==> src/rtl/idec_pkg.sv <==
package idec_pkg;

    localparam int NIB_W  = 4;
    localparam int MODE_W = 2;
    localparam int REGN_W = 2;

    typedef enum logic [MODE_W-1:0] {
        AM_REG = 2'b00,
        AM_MEM = 2'b01,
        AM_LIT = 2'b10,
        AM_IDX = 2'b11
    } amode_e;

    typedef enum logic [NIB_W-1:0] {
        JOP_ALWAYS  = 4'd0,
        JOP_IFTRUE  = 4'd1,
        JOP_IFFALSE = 4'd2
    } jop_e;

    typedef struct packed {
        amode_e              mode;
        logic [REGN_W-1:0]   regn;
    } opfield_t;

    typedef struct packed {
        logic [NIB_W-1:0] grp;
        logic [NIB_W-1:0] opc;
        opfield_t         src;
        opfield_t         dst;
    } dec_t;

    // one extension word for any non-register source
    function automatic logic src_needs_ext(amode_e m);
        return m != AM_REG;
    endfunction

    // memory address or offset word after the destination
    function automatic logic dst_needs_ext(amode_e m);
        return (m == AM_MEM) || (m == AM_IDX);
    endfunction

endpackage

==> src/rtl/idec_fields.sv <==
module idec_fields
    import idec_pkg::*;
#(
    parameter int WORD_W = 16
) (
    input  logic [WORD_W-1:0] word_i,
    output dec_t              dec_o
);
    localparam int FLD_W = 2 * NIB_W;

    logic [NIB_W-1:0] src_nib;
    logic [NIB_W-1:0] dst_nib;

    assign src_nib = word_i[FLD_W-1 -: NIB_W];
    assign dst_nib = word_i[NIB_W-1:0];

    always_comb begin
        dec_o.grp      = word_i[WORD_W-1 -: NIB_W];
        dec_o.opc      = word_i[WORD_W-NIB_W-1 -: NIB_W];
        dec_o.src.mode = amode_e'(src_nib[NIB_W-1 -: MODE_W]);
        dec_o.src.regn = src_nib[REGN_W-1:0];
        dec_o.dst.mode = amode_e'(dst_nib[NIB_W-1 -: MODE_W]);
        dec_o.dst.regn = dst_nib[REGN_W-1:0];
    end
endmodule

==> src/rtl/idec_length.sv <==
module idec_length
    import idec_pkg::*;
#(
    parameter int MAX_GROUP = 4,
    parameter int LEN_W     = 2
) (
    input  logic [NIB_W-1:0] grp_i,
    input  amode_e           src_mode_i,
    input  amode_e           dst_mode_i,
    output logic [LEN_W-1:0] len_o,
    output logic             illegal_o
);
    logic s_ext;
    logic d_ext;

    assign s_ext = src_needs_ext(src_mode_i);
    assign d_ext = dst_needs_ext(dst_mode_i);

    always_comb begin
        len_o     = LEN_W'(1) + LEN_W'(s_ext) + LEN_W'(d_ext);
        illegal_o = (dst_mode_i == AM_LIT) ||
                    (grp_i > NIB_W'(MAX_GROUP));
    end
endmodule

==> src/rtl/idec_branch.sv <==
module idec_branch
    import idec_pkg::*;
#(
    parameter int WORD_W     = 16,
    parameter int FLAG_W     = 5,
    parameter int JUMP_GROUP = 3,
    parameter int LEN_W      = 2
) (
    input  logic [NIB_W-1:0]  grp_i,
    input  logic [NIB_W-1:0]  opc_i,
    input  logic [LEN_W-1:0]  len_i,
    input  logic [WORD_W-1:0] pc_i,
    input  logic [WORD_W-1:0] tgt_i,
    input  logic [FLAG_W-1:0] mask_i,
    input  logic [FLAG_W-1:0] flags_i,
    output logic              taken_o,
    output logic [WORD_W-1:0] next_pc_o
);
    logic [FLAG_W-1:0] hit;
    logic              cond;
    logic              is_jump;
    logic [WORD_W-1:0] seq_pc;

    for (genvar gi = 0; gi < FLAG_W; gi++) begin : g_hit
        assign hit[gi] = mask_i[gi] & flags_i[gi];
    end

    assign cond    = |hit;
    assign is_jump = (grp_i == NIB_W'(JUMP_GROUP));
    assign seq_pc  = pc_i + {{(WORD_W-LEN_W){1'b0}}, len_i};

    always_comb begin
        taken_o = 1'b0;
        if (is_jump) begin
            case (opc_i)
                JOP_ALWAYS:  taken_o = 1'b1;
                JOP_IFTRUE:  taken_o = cond;
                JOP_IFFALSE: taken_o = ~cond;
                default:     taken_o = 1'b0;
            endcase
        end
        next_pc_o = taken_o ? tgt_i : seq_pc;
    end
endmodule

==> src/rtl/instr_decode_unit.sv <==
module instr_decode_unit
    import idec_pkg::*;
#(
    parameter int WORD_W     = 16,
    parameter int FLAG_W     = 5,
    parameter int MAX_GROUP  = 4,
    parameter int JUMP_GROUP = 3
) (
    input  logic              clk,
    input  logic              rst,
    input  logic              vld_i,
    input  logic [WORD_W-1:0] instr_i,
    input  logic [WORD_W-1:0] pc_i,
    input  logic [WORD_W-1:0] tgt_i,
    input  logic [FLAG_W-1:0] cc_mask_i,
    input  logic [FLAG_W-1:0] flags_i,
    output logic              vld_o,
    output logic [3:0]        grp_o,
    output logic [3:0]        opc_o,
    output logic [1:0]        src_mode_o,
    output logic [1:0]        src_reg_o,
    output logic [1:0]        dst_mode_o,
    output logic [1:0]        dst_reg_o,
    output logic [1:0]        len_o,
    output logic              illegal_o,
    output logic              taken_o,
    output logic [WORD_W-1:0] next_pc_o
);
    localparam int LEN_W = 2;

    dec_t              dec;
    logic [LEN_W-1:0]  len_c;
    logic              illegal_c;
    logic              taken_c;
    logic [WORD_W-1:0] npc_c;

    idec_fields #(.WORD_W(WORD_W)) u_fields (
        .word_i (instr_i),
        .dec_o  (dec)
    );

    idec_length #(.MAX_GROUP(MAX_GROUP), .LEN_W(LEN_W)) u_length (
        .grp_i      (dec.grp),
        .src_mode_i (dec.src.mode),
        .dst_mode_i (dec.dst.mode),
        .len_o      (len_c),
        .illegal_o  (illegal_c)
    );

    idec_branch #(
        .WORD_W(WORD_W), .FLAG_W(FLAG_W),
        .JUMP_GROUP(JUMP_GROUP), .LEN_W(LEN_W)
    ) u_branch (
        .grp_i     (dec.grp),
        .opc_i     (dec.opc),
        .len_i     (len_c),
        .pc_i      (pc_i),
        .tgt_i     (tgt_i),
        .mask_i    (cc_mask_i),
        .flags_i   (flags_i),
        .taken_o   (taken_c),
        .next_pc_o (npc_c)
    );

    always_ff @(posedge clk) begin
        if (rst) begin
            vld_o      <= 1'b0;
            grp_o      <= '0;
            opc_o      <= '0;
            src_mode_o <= '0;
            src_reg_o  <= '0;
            dst_mode_o <= '0;
            dst_reg_o  <= '0;
            len_o      <= '0;
            illegal_o  <= 1'b0;
            taken_o    <= 1'b0;
            next_pc_o  <= '0;
        end else begin
            vld_o <= vld_i;
            if (vld_i) begin
                grp_o      <= dec.grp;
                opc_o      <= dec.opc;
                src_mode_o <= dec.src.mode;
                src_reg_o  <= dec.src.regn;
                dst_mode_o <= dec.dst.mode;
                dst_reg_o  <= dec.dst.regn;
                len_o      <= len_c;
                illegal_o  <= illegal_c;
                taken_o    <= taken_c;
                next_pc_o  <= npc_c;
            end
        end
    end
endmodule

==> config.mk <==
export PLATFORM = sky130hd
export DESIGN_NAME = instr_decode_unit
export DESIGN_NICKNAME = d
export VERILOG_FILES = /design/src/rtl/idec_pkg.sv /design/src/rtl/idec_fields.sv /design/src/rtl/idec_length.sv /design/src/rtl/idec_branch.sv /design/src/rtl/instr_decode_unit.sv
export SDC_FILE = /design/constraint.sdc
export NUM_CORES = 1
export LEC_CHECK = 0
export BUFFER_PORTS_ARGS = -buffer_cell sky130_fd_sc_hd__buf_2
export CELL_PAD_IN_SITES_DETAIL_PLACEMENT = 1
export CELL_PAD_IN_SITES_GLOBAL_PLACEMENT = 2
export CORE_MARGIN = 4
export CORE_UTILIZATION = 25
export CTS_BUF_LIST = sky130_fd_sc_hd__clkbuf_8 sky130_fd_sc_hd__clkbuf_16
export DETAILED_ROUTE_END_ITERATION = 8
export HOLD_SLACK_MARGIN = 0.03
export MAX_ROUTING_LAYER = met4
export PLACE_DENSITY = 0.83
export SLEW_MARGIN = 20
export SYNTH_ARGS = -nofsm -noshare
export SYNTH_HDL_FRONTEND = slang
export SYNTH_SLANG_ARGS = --single-unit
export TNS_END_PERCENT = 20
==> constraint.sdc <==
create_clock -name clk -period 3.1 [get_ports clk]
set_clock_uncertainty 0.1 [all_clocks]
set_input_delay 0.775 -clock clk [delete_from_list [all_inputs] [get_ports clk]]
set_output_delay 0.775 -clock clk [all_outputs]
set_load 0.005 [all_outputs]
; Yosys cells after proc, flatten, opt, wreduce, memory -nomap -nowiden
; Cells that the tools add are included.
[classes]
add_sub_neg = 3
order_cmp = 1
n_eq_ne = 6
mux = 3
bitwise = 6
reduce_logical = 5
[op_table]
columns = op, count
row1 = 16-bit by 2-bit adder with 16-bit output, 1
row2 = 16-bit 2-to-1 mux, 1
row3 = 4-bit by 2-bit == test with 1-bit output (second input constant), 2
row4 = 1-bit bitwise AND, 5
row5 = 5-bit OR reduction, 1
row6 = 2-bit == test (second input constant), 2
row7 = 4-bit by 1-bit == test with 1-bit output (second input constant), 1
row8 = 4-bit by 3-bit greater-than comparator with 1-bit output (second input constant), 1
row9 = 4-bit zero test, 1
row10 = 1-bit one-hot mux with 3 select lines, 1
row11 = 1-bit by 1-bit adder with 2-bit output (first input constant), 1
row12 = 2-bit by 1-bit adder with 2-bit output, 1
row13 = 2-bit by 1-bit == test with 1-bit output (second input constant), 1
row14 = 1-bit logical OR, 2
row15 = 2-bit nonzero test, 1
row16 = 1-bit 2-to-1 mux, 1
row17 = 1-bit NOT, 1
[word_totals]
reg_bits = 37
in_bits = 61

; Longest topological paths before layout
[depth]
word_depth = 6
depth_mapped = 10

; Hierarchy
; A second synthesis with hierarchy kept.
[hier_totals]
cells_unflattened = 216
hier_area_um2 = 2093.3
[modules_own_cells]
columns = module, instances, cells_each, area_each_um2
row1 = instr_decode_unit, 1, 118, 1332.5
row2 = idec_branch, 1, 75, 596.8
row3 = idec_fields, 1, 16, 120.1
row4 = idec_length, 1, 7, 43.8

; Worst setup path before layout
; Ideal clock, no wire load.
[synth_path]
path_type = input to register
startpoint = in instr_i[2]
endpoint = reg next_pc_o[14]
setup_ns = 0.132
t_arrival_ns = 2.333
slack_ns = 0.535
cell_stages = 10
path_buffers = 0
path_cell_list = inv_1 > ha_1 > inv_1 > ha_1 > fa_1 > nand4_1 > nor4_1 > xor2_1 > o211ai_1 > a21oi_1
[synth_via]
elab_chain_len = 5
[synth_rtl]
columns = element, line
row1 = from (decl), instr_decode_unit.sv:12  ; input logic [WORD_W-1:0] instr_i,
row2 = 2-bit by 1-bit == test with 1-bit output / 2-bit == test (equally long branches), idec_pkg.sv:39  ; return (m == AM_MEM) || (m == AM_IDX);
row3 = 1-bit logical OR *, idec_pkg.sv:39
row4 = 2-bit by 1-bit adder with 2-bit output *, idec_length.sv:20  ; len_o = LEN_W'(1) + LEN_W'(s_ext) + LEN_W'(d_ext);
row5 = named net len_c[0], instr_decode_unit.sv:32  ; logic [LEN_W-1:0] len_c;
row6 = 16-bit by 2-bit adder with 16-bit output *, idec_branch.sv:30  ; assign seq_pc = pc_i + {{(WORD_W-LEN_W){1'b0}}, len_i};
row7 = 16-bit 2-to-1 mux *, idec_branch.sv:42  ; next_pc_o = taken_o ? tgt_i : seq_pc;
row8 = to (signal assigned), instr_decode_unit.sv:90  ; next_pc_o <= npc_c;
row9 = to (decl), instr_decode_unit.sv:27  ; output logic [WORD_W-1:0] next_pc_o
; Mark *: on every way through the listed nets, which the timed path passes. The rest lies on a longest branch.
; A chain may end at the register's enable or synchronous reset.

; Worst setup path in the final report
[layout_path]
startpoint = in instr_i[6]
endpoint = reg next_pc_o[10]
[layout_via]
elab_chain_len = 5
[layout_rtl]
columns = element, line
row1 = 2-bit nonzero test, idec_pkg.sv:34  ; return m != AM_REG;
row2 = 1-bit by 1-bit adder with 2-bit output, idec_length.sv:20
row3 = 2-bit by 1-bit adder with 2-bit output, idec_length.sv:20
row4 = named net len_c[0], instr_decode_unit.sv:32
row5 = 16-bit by 2-bit adder with 16-bit output, idec_branch.sv:30
row6 = 16-bit 2-to-1 mux, idec_branch.sv:42
; The timed path passes the listed nets, and every way through them passes these cells.

==> impl_results.md <==
* Simple-gate share of the synthesized area at 0.239
* Boundary Pins at 98
* Share of the synthesized area in the top cell type at 0.393
* Met1 Use GR at 0.175
* Tmin final at 2.65 ns
* Clk_lat worst skew at 0.29 ns
* Total internal power at 864 uW
* Number of port buffers at 97
* Rows at 31
* Mapped Nets at 269
* Number of synthesis warnings at 0
* Total negative slack at 0 ns
* Diode count at 0
* Period utilisation layout at 0.856
* Hold Path Class: reg -> reg
* # hold bufs at CTS at 0
* Max rail drop VDD at 0.262 mV
* TritonCTS clock tree: yes
* Placed cell area at 2470 sq um
* Crit path kind: in -> reg
* Crit path DAT at 2.74 ns
* Asr flop ratio synth at 0
* Largest family of logic cells by synthesized area: simple AND/OR/NAND/NOR gates
* Sw power at 298 uW
* Slew HR at 0.642
* Post-route ant nets at 0
* Util after Layout at 0.355
* Nets at 364
* R2R Path Start: next_pc_o[11]
* First-pass GRT wire length at 9.41 mm
* H-tree depth at 2
* Cells after Synth at 204
* Max-cap violations at 0
* Fin area at 2590 sq um
* Hold Crit Endpoint: next_pc_o[2]
* Top-count cell post-synth: dfxtp_1
* Die area at 8990 sq um
* Inst Count DP at 391
* GP Congestion at 0.761
* Clock slew at reported path FFs at 0.08 ns
* DRC errors left at 0
* Largest cells by area after synthesis: dfxtp_1, mux2i_1, nor2_1
* Antenna violations before repair at 0
* Met2 Track Usage GR at 0.218
* DRT Pass-1 Iters at 4
* Tightest Pin Transition at 0.536 ns
* P&R area growth vs syn at 37.3%
* Reg2reg path depth at 2
* Mean number of vias per cell at 4.69
* Register bit total from synthesis at 37
* Mapped Area at 1880 sq um
* Top Usage Layer GRT: met2
* Synth Area in Compound Gates at 0.125
* Post-synthesis sequential area ratio at 0.393
* Core area at 7290 sq um
* Met3 usage at 0.0335
* Combinational Power Share at 0.169
* Post-DP HPWL at 4.55 mm
* Cell accounting for the most synthesized area: dfxtp_1
* Layout cells sized above 1 at 0.397
* Final Instance Count excl. Fillers at 399
* Final Hold Viols at 0
* Synth Flop Type: dfxtp_1
* Final setup viols at 0
* Die Ht at 94.8 um
* Reg2reg setup slack at 2.05 ns
* Status: completed
* Clock network power share at 0.384
* Leak at 1.18 nW
* All-Layer GR Usage at 0.136
* Worst Setup Start Kind: primary input
* Vias at 1873
* Clk sinks at 37
* Hold Path Depth at 2
* Num CTS Buffers at 5
* Horiz. Die Dim at 94.8 um
* Starting density of the core at 0.258
* Largest net degree at the start of global routing at 30
* Required @ worst endpoint at 3.19 ns
* CP Max Fanout at 5
* Fin. max-slew vios at 0
* Endpoint class of the critical path: flop
* Total grt overflow at 0
* Vias in the first global route at 1951
* Sequential power share at 0.447
* Pwr dens at 449 nW/um^2
* Fillers at 903
* RSZ-0062 raised after global routing: false
* Total power draw at 1.16 mW
* Post-synthesis mux area share at 0.101
* Library cells used by synthesis at 36
* Initial DRC count at 42
* Xor and xnor area share after synthesis at 0.0604
* CTS max path bufs at 2
* Post-synth top cells: dfxtp_1, nor2_1, mux2i_1
* Post-synth EDFFs at 0
* Clock root buffer: clkbuf_8
* Adder-Cell Fraction of Synth Area at 0.0305
* Reg2reg end: next_pc_o[11]
* Max Clock Freq at 377 MHz
* HP Start: next_pc_o[2]
* Switching Share at 0.257
* Mean post-synth cell area at 9.24 sq um
* DR WL/cell at 14.6 um
* Final wirelength at 5.81 mm
* Cts repair resizes at 0
* Setup bufs post-CTS at 0
-- power groups by stage --
stage	Combinational, mW	Clock [mW]	Sequential (mW)
2_1_floorplan	0.0934	0	0.533
3_3_place_gp	0.196	0	0.530
3_5_place_dp	0.200	0	0.530
4_1_cts	0.200	0.463	0.520
5_1_grt	0.222	0.488	0.524
6_report	0.196	0.446	0.519
-- how the worst max path moves through the flow --
stage / slack, ns / startpoint / end
2_1_floorplan: 0.53 / instr_i[2] / next_pc_o[14]
3_3_place_gp: 0.23 / instr_i[6] / next_pc_o[10]
3_5_place_dp: 0.13 / instr_i[6] / next_pc_o[10]
4_1_cts: 0.44 / instr_i[6] / next_pc_o[10]
5_1_grt: 0.24 / instr_i[6] / next_pc_o[10]
6_report: 0.45 / instr_i[6] / next_pc_o[10]
-- kinds of logic (layout without fill, tap and decap cells) --
group | count (synthesis) | count (layout)
compound gates | 31 | 31
xor+xnor | 13 | 13
fa+ha+maj | 4 | 4
buf+inv | 23 | 119
flops | 37 | 37
mux | 19 | 19
simple gates | 77 | 77
-- sequential cells by signal, indices dropped and copies added, names as in the netlist, 2 cells and up --
name	flops
src_mode_o	2
len_o	2
next_pc_o	16
opc_o	4
src_reg_o	2
dst_mode_o	2
grp_o	4
dst_reg_o	2
-- critical path, cell delays in order --
cell and delay, ns:
buf_2 0.10, nor2_1 0.14, ha_1 0.26, inv_1 0.06, ha_1 0.18, fa_1 0.25
nand4_1 0.24, nor2_1 0.22, nand3_1 0.11, xor2_1 0.14, o311ai_0 0.25
-- per-stage QoR --
stage / hold WS (ns) / setup WS, ns
after floorplan: 0.362 / 0.535
final: 0.374 / 0.446
after detailed placement: 0.362 / 0.126
after global placement: 0.355 / 0.228
after global routing: 0.404 / 0.244
after CTS: 0.376 / 0.442
-- metal layers --
metal | vias to the layer above | part of all wire
met4 | 0 | 0.0084
met5 | - | 0
met1 | 870 | 0.48
met3 | 5 | 0.060
li1 | 934 | -
met2 | 64 | 0.45
-- area by class of cell --
type	instances	area, sq um	area share
Inverter	10	37.5	0.0145
Clock buffer	6	82.6	0.0319
Clock inverter	2	37.5	0.0145
Timing Repair Buffer	101	515	0.199
Multi-Input combinational cell	144	1050	0.405
Tap cell	99	124	0.0479
Sequential cell	37	741	0.286
-- cells in the final DEF, fill, tap and decap left out, types with 3 or more instances in the layout --
master and n:
a211oi_1 4, a21oi_1 6, buf_2 97, buf_4 4, clkbuf_8 6, dfxtp_1 37
ha_1 3, inv_1 10, mux2i_1 19, nand2b_1 6, nand3_1 8, nand4_1 6
nand4b_1 10, nor2_1 29, nor4_1 3, o211ai_1 4, o311ai_0 10, or3b_2 6
or4_1 3, xnor2_1 6, xor2_1 7
No activity file was read; power rests on OpenSTA's default activity.
